$ cat src/rtl/train_os_pkg.sv
package train_os_pkg;

    typedef enum logic [1:0] {
        ST_WAIT = 2'd0,
        ST_EIE  = 2'd1,
        ST_TS   = 2'd2
    } tog_state_e;

    localparam logic [7:0] TS1_ID   = 8'h1E;
    localparam logic [7:0] TS2_ID   = 8'h2D;
    localparam logic [7:0] TS1_FILL = 8'h4A;
    localparam logic [7:0] TS2_FILL = 8'h45;
    localparam logic [1:0] HDR_OS   = 2'b01;
    localparam logic [1:0] PH_ADV   = 2'b01;

    typedef struct packed {
        logic       ts2;
        logic [7:0] link;
        logic [7:0] lane;
        logic [7:0] nfts;
        logic       rate16;
        logic       auto_chg;
        logic       speed_chg;
        logic [4:0] tctl;
        logic [1:0] eq_phase;
        logic       eie_rst;
        logic [3:0] txp;
        logic       use_preset;
        logic [5:0] pre;
        logic [5:0] cur;
        logic [5:0] post;
        logic [5:0] fs;
        logic [5:0] lf;
        logic       reject;
        logic       redo_rate;
        logic       quiesce;
        logic       redo_req;
        logic [3:0] txp16;
        logic [2:0] hint16;
    } tog_fields_t;

endpackage

$ cat src/rtl/tog_capture.sv
module tog_capture
    import train_os_pkg::*;
(
    input  logic        clk,
    input  logic        rst_n,
    input  logic        i_load,
    input  tog_fields_t i_fields,
    output tog_fields_t o_fields
);

    always_ff @(posedge clk or negedge rst_n) begin
        if (!rst_n) begin
            o_fields <= '0;
        end else if (i_load) begin
            o_fields <= i_fields;
        end
    end

endmodule

$ cat src/rtl/tog_seq.sv
module tog_seq
    import train_os_pkg::*;
#(
    parameter int BLK_SYMS   = 16,
    parameter int EIE_PERIOD = 32
) (
    input  logic                        clk,
    input  logic                        rst_n,
    output logic                        o_load,
    output logic                        o_valid,
    output logic                        o_start,
    output logic                        o_eie,
    output logic [$clog2(BLK_SYMS)-1:0] o_idx
);

    localparam int IDX_W = $clog2(BLK_SYMS);
    localparam int CNT_W = $clog2(EIE_PERIOD);
    localparam logic [IDX_W-1:0] IDX_LAST = IDX_W'(BLK_SYMS - 1);
    localparam logic [CNT_W-1:0] CNT_LAST = CNT_W'(EIE_PERIOD - 1);

    tog_state_e       state, state_n;
    logic [IDX_W-1:0] idx, idx_n;
    logic [CNT_W-1:0] blk_cnt, blk_cnt_n;
    logic             load_n;

    always_ff @(posedge clk or negedge rst_n) begin
        if (!rst_n) begin
            state   <= ST_WAIT;
            idx     <= '0;
            blk_cnt <= '0;
        end else begin
            state   <= state_n;
            idx     <= idx_n;
            blk_cnt <= blk_cnt_n;
        end
    end

    always_comb begin
        state_n   = state;
        idx_n     = idx;
        blk_cnt_n = blk_cnt;
        load_n    = 1'b0;
        unique case (state)
            ST_WAIT: begin
                state_n   = ST_EIE;
                idx_n     = '0;
                blk_cnt_n = '0;
                load_n    = 1'b1;
            end
            ST_EIE, ST_TS: begin
                if (idx == IDX_LAST) begin
                    load_n    = 1'b1;
                    idx_n     = '0;
                    blk_cnt_n = (blk_cnt == CNT_LAST) ? '0 : blk_cnt + 1'b1;
                    state_n   = (blk_cnt_n == '0) ? ST_EIE : ST_TS;
                end else begin
                    idx_n = idx + 1'b1;
                end
            end
            default: begin
                state_n = ST_WAIT;
            end
        endcase
    end

    always_comb begin
        o_load  = load_n;
        o_valid = (state != ST_WAIT);
        o_start = (state != ST_WAIT) && (idx == '0);
        o_eie   = (state == ST_EIE);
        o_idx   = idx;
    end

    // Independent block-gap monitor for the idle-exit spacing
    logic [CNT_W:0] mon_gap;
    logic           mon_seen;

    always_ff @(posedge clk or negedge rst_n) begin
        if (!rst_n) begin
            mon_gap  <= '0;
            mon_seen <= 1'b0;
        end else if (o_start) begin
            if (o_eie) begin
                mon_gap  <= '0;
                mon_seen <= 1'b1;
            end else begin
                mon_gap <= mon_gap + 1'b1;
            end
        end
    end

    p_idx_step_r1: assert property (@(posedge clk) disable iff (!rst_n)
        (o_valid && o_idx != IDX_LAST) |=> (o_idx == IDX_W'($past(o_idx) + 1'b1)));

    p_eie_gap_r2: assert property (@(posedge clk) disable iff (!rst_n)
        (o_start && o_eie && mon_seen) |-> (mon_gap == (CNT_W+1)'(EIE_PERIOD - 1)));

    p_ts_gap_r2: assert property (@(posedge clk) disable iff (!rst_n)
        (o_start && !o_eie) |-> (mon_seen && mon_gap < (CNT_W+1)'(EIE_PERIOD - 1)));

endmodule

$ cat src/rtl/tog_symbuild.sv
module tog_symbuild
    import train_os_pkg::*;
#(
    parameter int BLK_SYMS = 16
) (
    input  tog_fields_t                 i_f,
    input  logic [$clog2(BLK_SYMS)-1:0] i_idx,
    input  logic                        i_eie,
    output logic [7:0]                  o_sym
);

    logic [7:0] s4, s5, s6, s7, s8, s9, fill, id;
    logic       adv, par;

    always_comb begin
        adv  = (i_f.eq_phase == PH_ADV);
        id   = i_f.ts2 ? TS2_ID : TS1_ID;
        fill = i_f.ts2 ? TS2_FILL : TS1_FILL;
        s4   = {i_f.speed_chg, i_f.auto_chg, 1'b0, i_f.rate16, 3'b111, 1'b0};
        s5   = {3'b000, i_f.tctl[4] & ~i_f.ts2, i_f.tctl[3:0]};
        s6   = i_f.ts2 ? {i_f.redo_req, i_f.quiesce, i_f.redo_rate, 5'b00000}
                       : {i_f.use_preset, i_f.txp, i_f.eie_rst, i_f.eq_phase};
        s7   = i_f.ts2 ? {1'b1, i_f.txp16, i_f.hint16}
                       : {2'b00, adv ? i_f.fs : i_f.pre};
        s8   = i_f.ts2 ? TS2_FILL : {2'b00, adv ? i_f.lf : i_f.cur};
        par  = ^{s6, s7[5:0], s8[5:0], i_f.post};
        s9   = i_f.ts2 ? TS2_FILL : {par, i_f.reject, i_f.post};

        if (i_eie) begin
            o_sym = i_idx[0] ? 8'hFF : 8'h00;
        end else begin
            unique case (int'(i_idx))
                0:       o_sym = id;
                1:       o_sym = i_f.link;
                2:       o_sym = i_f.lane;
                3:       o_sym = i_f.nfts;
                4:       o_sym = s4;
                5:       o_sym = s5;
                6:       o_sym = s6;
                7:       o_sym = s7;
                8:       o_sym = s8;
                9:       o_sym = s9;
                default: o_sym = fill;
            endcase
        end
    end

endmodule

$ cat src/rtl/train_os_gen.sv
module train_os_gen
    import train_os_pkg::*;
#(
    parameter int BLK_SYMS   = 16,
    parameter int EIE_PERIOD = 32
) (
    input  logic                        clk,
    input  logic                        rst_n,
    input  logic                        i_ts2,
    input  logic [7:0]                  i_link,
    input  logic [7:0]                  i_lane,
    input  logic [7:0]                  i_nfts,
    input  logic                        i_rate16,
    input  logic                        i_auto_chg,
    input  logic                        i_speed_chg,
    input  logic [4:0]                  i_tctl,
    input  logic [1:0]                  i_eq_phase,
    input  logic                        i_eie_rst,
    input  logic [3:0]                  i_txp,
    input  logic                        i_use_preset,
    input  logic [5:0]                  i_pre,
    input  logic [5:0]                  i_cur,
    input  logic [5:0]                  i_post,
    input  logic [5:0]                  i_fs,
    input  logic [5:0]                  i_lf,
    input  logic                        i_reject,
    input  logic                        i_redo_rate,
    input  logic                        i_quiesce,
    input  logic                        i_redo_req,
    input  logic [3:0]                  i_txp16,
    input  logic [2:0]                  i_hint16,
    output logic                        o_valid,
    output logic                        o_blk_start,
    output logic [1:0]                  o_hdr,
    output logic [7:0]                  o_sym,
    output logic [$clog2(BLK_SYMS)-1:0] o_sym_idx,
    output logic                        o_eie_blk
);

    localparam int IDX_W = $clog2(BLK_SYMS);

    tog_fields_t      in_f, cur_f;
    logic             load;
    logic [IDX_W-1:0] idx;

    always_comb begin
        in_f.ts2        = i_ts2;
        in_f.link       = i_link;
        in_f.lane       = i_lane;
        in_f.nfts       = i_nfts;
        in_f.rate16     = i_rate16;
        in_f.auto_chg   = i_auto_chg;
        in_f.speed_chg  = i_speed_chg;
        in_f.tctl       = i_tctl;
        in_f.eq_phase   = i_eq_phase;
        in_f.eie_rst    = i_eie_rst;
        in_f.txp        = i_txp;
        in_f.use_preset = i_use_preset;
        in_f.pre        = i_pre;
        in_f.cur        = i_cur;
        in_f.post       = i_post;
        in_f.fs         = i_fs;
        in_f.lf         = i_lf;
        in_f.reject     = i_reject;
        in_f.redo_rate  = i_redo_rate;
        in_f.quiesce    = i_quiesce;
        in_f.redo_req   = i_redo_req;
        in_f.txp16      = i_txp16;
        in_f.hint16     = i_hint16;
    end

    tog_seq #(
        .BLK_SYMS   (BLK_SYMS),
        .EIE_PERIOD (EIE_PERIOD)
    ) u_seq (
        .clk     (clk),
        .rst_n   (rst_n),
        .o_load  (load),
        .o_valid (o_valid),
        .o_start (o_blk_start),
        .o_eie   (o_eie_blk),
        .o_idx   (idx)
    );

    tog_capture u_cap (
        .clk      (clk),
        .rst_n    (rst_n),
        .i_load   (load),
        .i_fields (in_f),
        .o_fields (cur_f)
    );

    tog_symbuild #(
        .BLK_SYMS (BLK_SYMS)
    ) u_build (
        .i_f   (cur_f),
        .i_idx (idx),
        .i_eie (o_eie_blk),
        .o_sym (o_sym)
    );

    assign o_sym_idx = idx;
    assign o_hdr     = o_blk_start ? HDR_OS : 2'b00;

    // Stream monitor: rebuilds the TS1 parity from the emitted bytes
    logic [7:0] mon_s6;
    logic [5:0] mon_s7, mon_s8;
    logic       mon_ts2;

    always_ff @(posedge clk or negedge rst_n) begin
        if (!rst_n) begin
            mon_s6  <= '0;
            mon_s7  <= '0;
            mon_s8  <= '0;
            mon_ts2 <= 1'b0;
        end else if (o_valid && !o_eie_blk) begin
            if (int'(idx) == 0) mon_ts2 <= (o_sym == TS2_ID);
            if (int'(idx) == 6) mon_s6  <= o_sym;
            if (int'(idx) == 7) mon_s7  <= o_sym[5:0];
            if (int'(idx) == 8) mon_s8  <= o_sym[5:0];
        end
    end

    p_hdr_start_r1: assert property (@(posedge clk) disable iff (!rst_n)
        o_blk_start |-> (o_hdr == HDR_OS && o_valid));

    p_eie_bytes_r3: assert property (@(posedge clk) disable iff (!rst_n)
        (o_valid && o_eie_blk) |-> (o_sym == 8'h00 || o_sym == 8'hFF));

    p_eie_toggle_r3: assert property (@(posedge clk) disable iff (!rst_n)
        (o_valid && o_eie_blk && !o_blk_start) |-> (o_sym == ~$past(o_sym)));

    p_ts_id_r4: assert property (@(posedge clk) disable iff (!rst_n)
        (o_blk_start && !o_eie_blk) |-> (o_sym == TS1_ID || o_sym == TS2_ID));

    p_rate_bits_r5: assert property (@(posedge clk) disable iff (!rst_n)
        (o_valid && !o_eie_blk && int'(idx) == 4) |-> (o_sym[3:0] == 4'b1110));

    p_parity_r9: assert property (@(posedge clk) disable iff (!rst_n)
        (o_valid && !o_eie_blk && int'(idx) == 9 && !mon_ts2)
        |-> ((^{mon_s6, mon_s7, mon_s8, o_sym[7], o_sym[5:0]}) == 1'b0));

endmodule

$ cat config.mk
export PLATFORM = sky130hd
export DESIGN_NAME = train_os_gen
export DESIGN_NICKNAME = d
export VERILOG_FILES = /design/src/rtl/train_os_pkg.sv /design/src/rtl/tog_capture.sv /design/src/rtl/tog_seq.sv /design/src/rtl/tog_symbuild.sv /design/src/rtl/train_os_gen.sv
export SDC_FILE = /design/constraint.sdc
export NUM_CORES = 1
export LEC_CHECK = 0
export CAP_MARGIN = 40
export CORE_ASPECT_RATIO = 0.9
export CORE_MARGIN = 2
export CORE_UTILIZATION = 52
export CTS_CLUSTER_SIZE = 8
export DETAILED_ROUTE_END_ITERATION = 7
export GPL_TIMING_DRIVEN = 0
export PLACE_DENSITY = 0.79
export SLEW_MARGIN = 20
export SYNTH_ARGS = -nofsm -noshare
export SYNTH_HDL_FRONTEND = slang
export SYNTH_SLANG_ARGS = --single-unit
$ cat constraint.sdc
create_clock -name clk -period 3.3 [get_ports clk]
set_clock_uncertainty 0.2 [all_clocks]
set_input_delay 0.33 -clock clk [delete_from_list [all_inputs] [get_ports clk]]
set_output_delay 0.33 -clock clk [all_outputs]
set_load 0.05 [all_outputs]
==> impl_metrics.py <==
metrics = {
    "status": {
        "status": "finished, violations left",
        "violations": "setup timing",
    },
    "layout": {
        "multi_input_area_um2": 2560,
        "instances_no_fill": 683,
        "regArea_um2": 2330,
        "syn2layout_area_growth_pct": 32.3,
        "drive_gt1_share_pct": 27.5,
        "nFillCells": 670,
        "final_cell_area_um2": 6580,
        "antennaDiodeCount": 0,
        "fin_nets": 650,
    },
    "yosys": {
        "synth-main-ff-cell": "dfrtp_1",
        "synth_top_area_share_pct": 46.8,
        "syn_area_per_cell_um2": 11.5,
        "yosysWarnings": 0,
        "synthArstFlopShare_pct": 100,
        "synth_area_leaders": "dfrtp_1 47%, mux2_2 16%, xnor2_1 3.3%",
        "synth.distinct_cells": 55,
        "synth_area_um2": 4970,
        "syn_inst": 432,
        "ys_seq_elements": 93,
        "synth_sequential_area_ratio_pct": 46.8,
        "synth_top_cell_by_area": "dfrtp_1",
        "syn_nets": 526,
        "synth_edf_count": 0,
    },
    "floorplanning": {
        "io-pin-count": 101,
        "design.die.area_um2": 10400,
        "placeableCoreArea_um2": 9210,
        "rows": 33,
        "start_util_pct": 54.0,
        "die_w_um": 107,
        "die_h_um": 96.8,
    },
    "sta": {
        "post-route-period-util_pct": 106,
        "layout_setup_ws_ns": -0.194,
        "fmax_ghz": 0.286,
        "maxSlewHeadroom_pct": 53.0,
        "finalHoldViolCount": 0,
        "grt_setup_unrepaired": "yes",
        "setup_viol": 1,
        "tightest_slew_ns": 0.705,
        "finalWorstPathRequiredPeriod_ns": 3.49,
        "final-max-slew-violation-count": 0,
    },
    "global_routing": {
        "grt_antenna_before_repair": 0,
        "grt_max_degree": 51,
        "grt_pass1_wl_um": 20900,
        "grt_pass1_vias": 4108,
        "grt_overflow": 0,
        "grtUsageTotal_pct": 26.0,
    },
    "critical_path": {
        "crit_type": "reg -> out",
        "worstReg2RegStart": "u_seq.state[0]",
        "required_ns": 2.77,
        "cp_cell_sequence": "nor2b_4 -> buf_6 -> buf_12 -> mux2i_4 -> xnor2_2 -> xnor2_1 -> xnor3_1 -> xnor2_1 -> a31oi_1 -> o31ai_2 -> buf_6",
        "cp_slowest_stage_delay_ns": 0.45,
        "critPathLaunch": "u_cap.o_fields[48]",
        "critPathLaunchType": "flop",
        "critPathSlowestCell": "xnor3_1",
        "worstPathMaxFanout": 3,
        "cp.arrival_ns": 2.96,
        "cp-end-kind": "primary output",
    },
    "min_path": {
        "hold_path.class": "in -> async",
    },
    "routing": {
        "drt-pass1-iter-count": 5,
        "wl_per_cell_um": 19.4,
        "vias_per_cell": 5.83,
        "wl_um": 13200,
        "drtIter0Drc": 283,
        "drc_errors": 0,
        "final_antenna_net_count": 0,
        "route.vias.total": 3984,
    },
    "flow_run": {
        "max_cap_violations": 0,
    },
    "placed_design": {
        "dp.cells": 654,
        "placed_cell_area_um2": 6170,
        "portBuffers": 99,
        "gp_congestion": 0.899,
        "place_hpwl_um": 9640,
        "pre_cts_slack_ns": -0.534,
    },
    "clocking": {
        "numClockSinks": 93,
        "clk_latency_ns": 0.35,
        "cts_made_buffers": 9,
        "clkTransAtPathRegs_ns": 0.09,
        "cts-root-buf": "clkbuf_8",
        "htree_levels": 3,
        "cts_tree": "built",
        "cts_max_path_buffers": 2,
    },
    "power_and_ir_drop": {
        "peakVddDrop_mv": 0.220,
        "power_density_nw_per_um2": 369,
        "leakage_nw": 2.67,
    },
}
Yosys cell counts, types with 3 or more instances:
master / instances
dfrtp_1: 93
mux2_2: 71
nand2_1: 32
clkbuf_1: 20
o21ai_0: 19
xnor2_1: 19
nor2_1: 15
inv_1: 14
a21oi_1: 10
ha_1: 10
nand3_1: 10
mux2i_1: 9
mux2_1: 8
a31oi_1: 7
o21ai_1: 7
o31ai_1: 7
a221oi_1: 6
xor2_1: 6
a222oi_1: 5
buf_2: 5
a22oi_1: 4
nor3_1: 4
a22o_1: 3
nand3b_1: 3
nand4bb_1: 3
nor2b_1: 3
logic make-up (layout without fill, tap and decap cells):
family / Yosys count / count (layout) / share of synthesized area [%]
DFF: 93 / 93 / 46.8
xor gates and xnor gates: 27 / 27 / 5.31
muxes: 90 / 90 / 20.4
buffers and inverters: 45 / 174 / 4.15
AOI/OAI and AO/OA: 83 / 83 / 12.4
adders and majority gates: 10 / 10 / 2.52
and+or+nand+nor: 83 / 83 / 8.38
other: 1 / 1 / 0.0754
layer usage:
| metal | part of all wire, % | global-route usage, % |
|---|---|---|
| met5 | 0 | 0 |
| met4 | 1.7 | 7.09 |
| met3 | 8.7 | 7.41 |
| met2 | 48 | 41.3 |
| met1 | 42 | 35.1 |
final timing paths:
kind	to	slack, ns	depth (start not counted)
worst max-delay path	o_sym[7]	-0.19	11
worst min-delay path	u_cap.o_fields[34]	0.25	2
worst max register to register	u_cap.o_fields[44]	0.32	7
worst min register to register	u_cap.o_fields[51]	0.30	1
max in group asynchronous	u_seq.o_idx[1]	2.05	3
min in group clk	u_cap.o_fields[51]	0.30	1
through the flow:
| step | utilization (%) | hold slack, ns | setup TNS (ns) | power, mW |
|---|---|---|---|---|
| final | 71.5 | 0.248 | -0.194 | 2.43 |
| after global routing | 71.5 | 0.264 | -0.400 | 2.52 |
| after CTS | 70.6 | 0.251 | -0.165 | 2.42 |
| after detailed placement | 67.0 | 0.0782 | -2.79 | 1.62 |
| after global placement | 66.7 | 0.276 | -154.75 | 1.60 |
| after floorplan | - | -0.166 | -0.276 | 1.44 |
what timing repair did:
action / CTS / global route
endpoints found under the setup margin: 9 / 16
gates resized for setup: 53 / 28
endpoints found under the hold margin: 43 / 0
hold buffers: 1 / 0
pin swaps: 7 / 12
setup buffers: 9 / 4
cell usage in the layout (no fill, tap or decap), drive strengths merged, types with 4 or more instances in the layout:
cell type      synthesis  routed
nand3                 10      10
nor3                   4       4
mux2i                 11      11
clkdlybuf4s50          0      90
clkbuf                20      33
a221oi                 6       6
dfrtp                 93      93
inv                   14      16
o31ai                  8       8
a21oi                 10      10
nand2                 32      32
a31oi                  7       7
xor2                   6       6
ha                    10      10
xnor2                 19      19
buf                   11      31
nor2                  15      15
a222oi                 5       5
a22oi                  4       4
o311ai                 4       4
o21ai                 26      26
mux2                  79      79
flip-flops by register name (all words and copies together) (netlist names):
signal,count
u_cap.o_fields,82
u_seq.state,2
u_seq.o_idx,4
u_seq.blk_cnt,5
power by group:
part / internal, mW / leakage, nW / switching (mW)
sequential: 1.19 / 1.09 / 0.0363
combinational: 0.243 / 1.48 / 0.163
clock: 0.382 / 0.106 / 0.417
worst max-delay path: cells and delay by family, from the launching register on:
family	cells	cell delay [ns]
AO/OA/AOI/OAI	2	0.40
buffers and inverters	3	0.45
XOR/XNOR	4	0.93
AND/OR/NAND/NOR	1	0.11
flip-flops	1	0.44
multiplexers	1	0.28
layout make-up:
cell class / count / share of cell area, %
tap: 122 / 2.32
clock inverter: 5 / 1.03
clock buffer: 11 / 2.15
sequential: 93 / 35.4
inverter: 14 / 0.799
buffer: 30 / 2.57
multi-input combinational: 294 / 39.0
timing repair buffer: 114 / 16.7
Note: power is estimated with default switching activity, not from simulation.
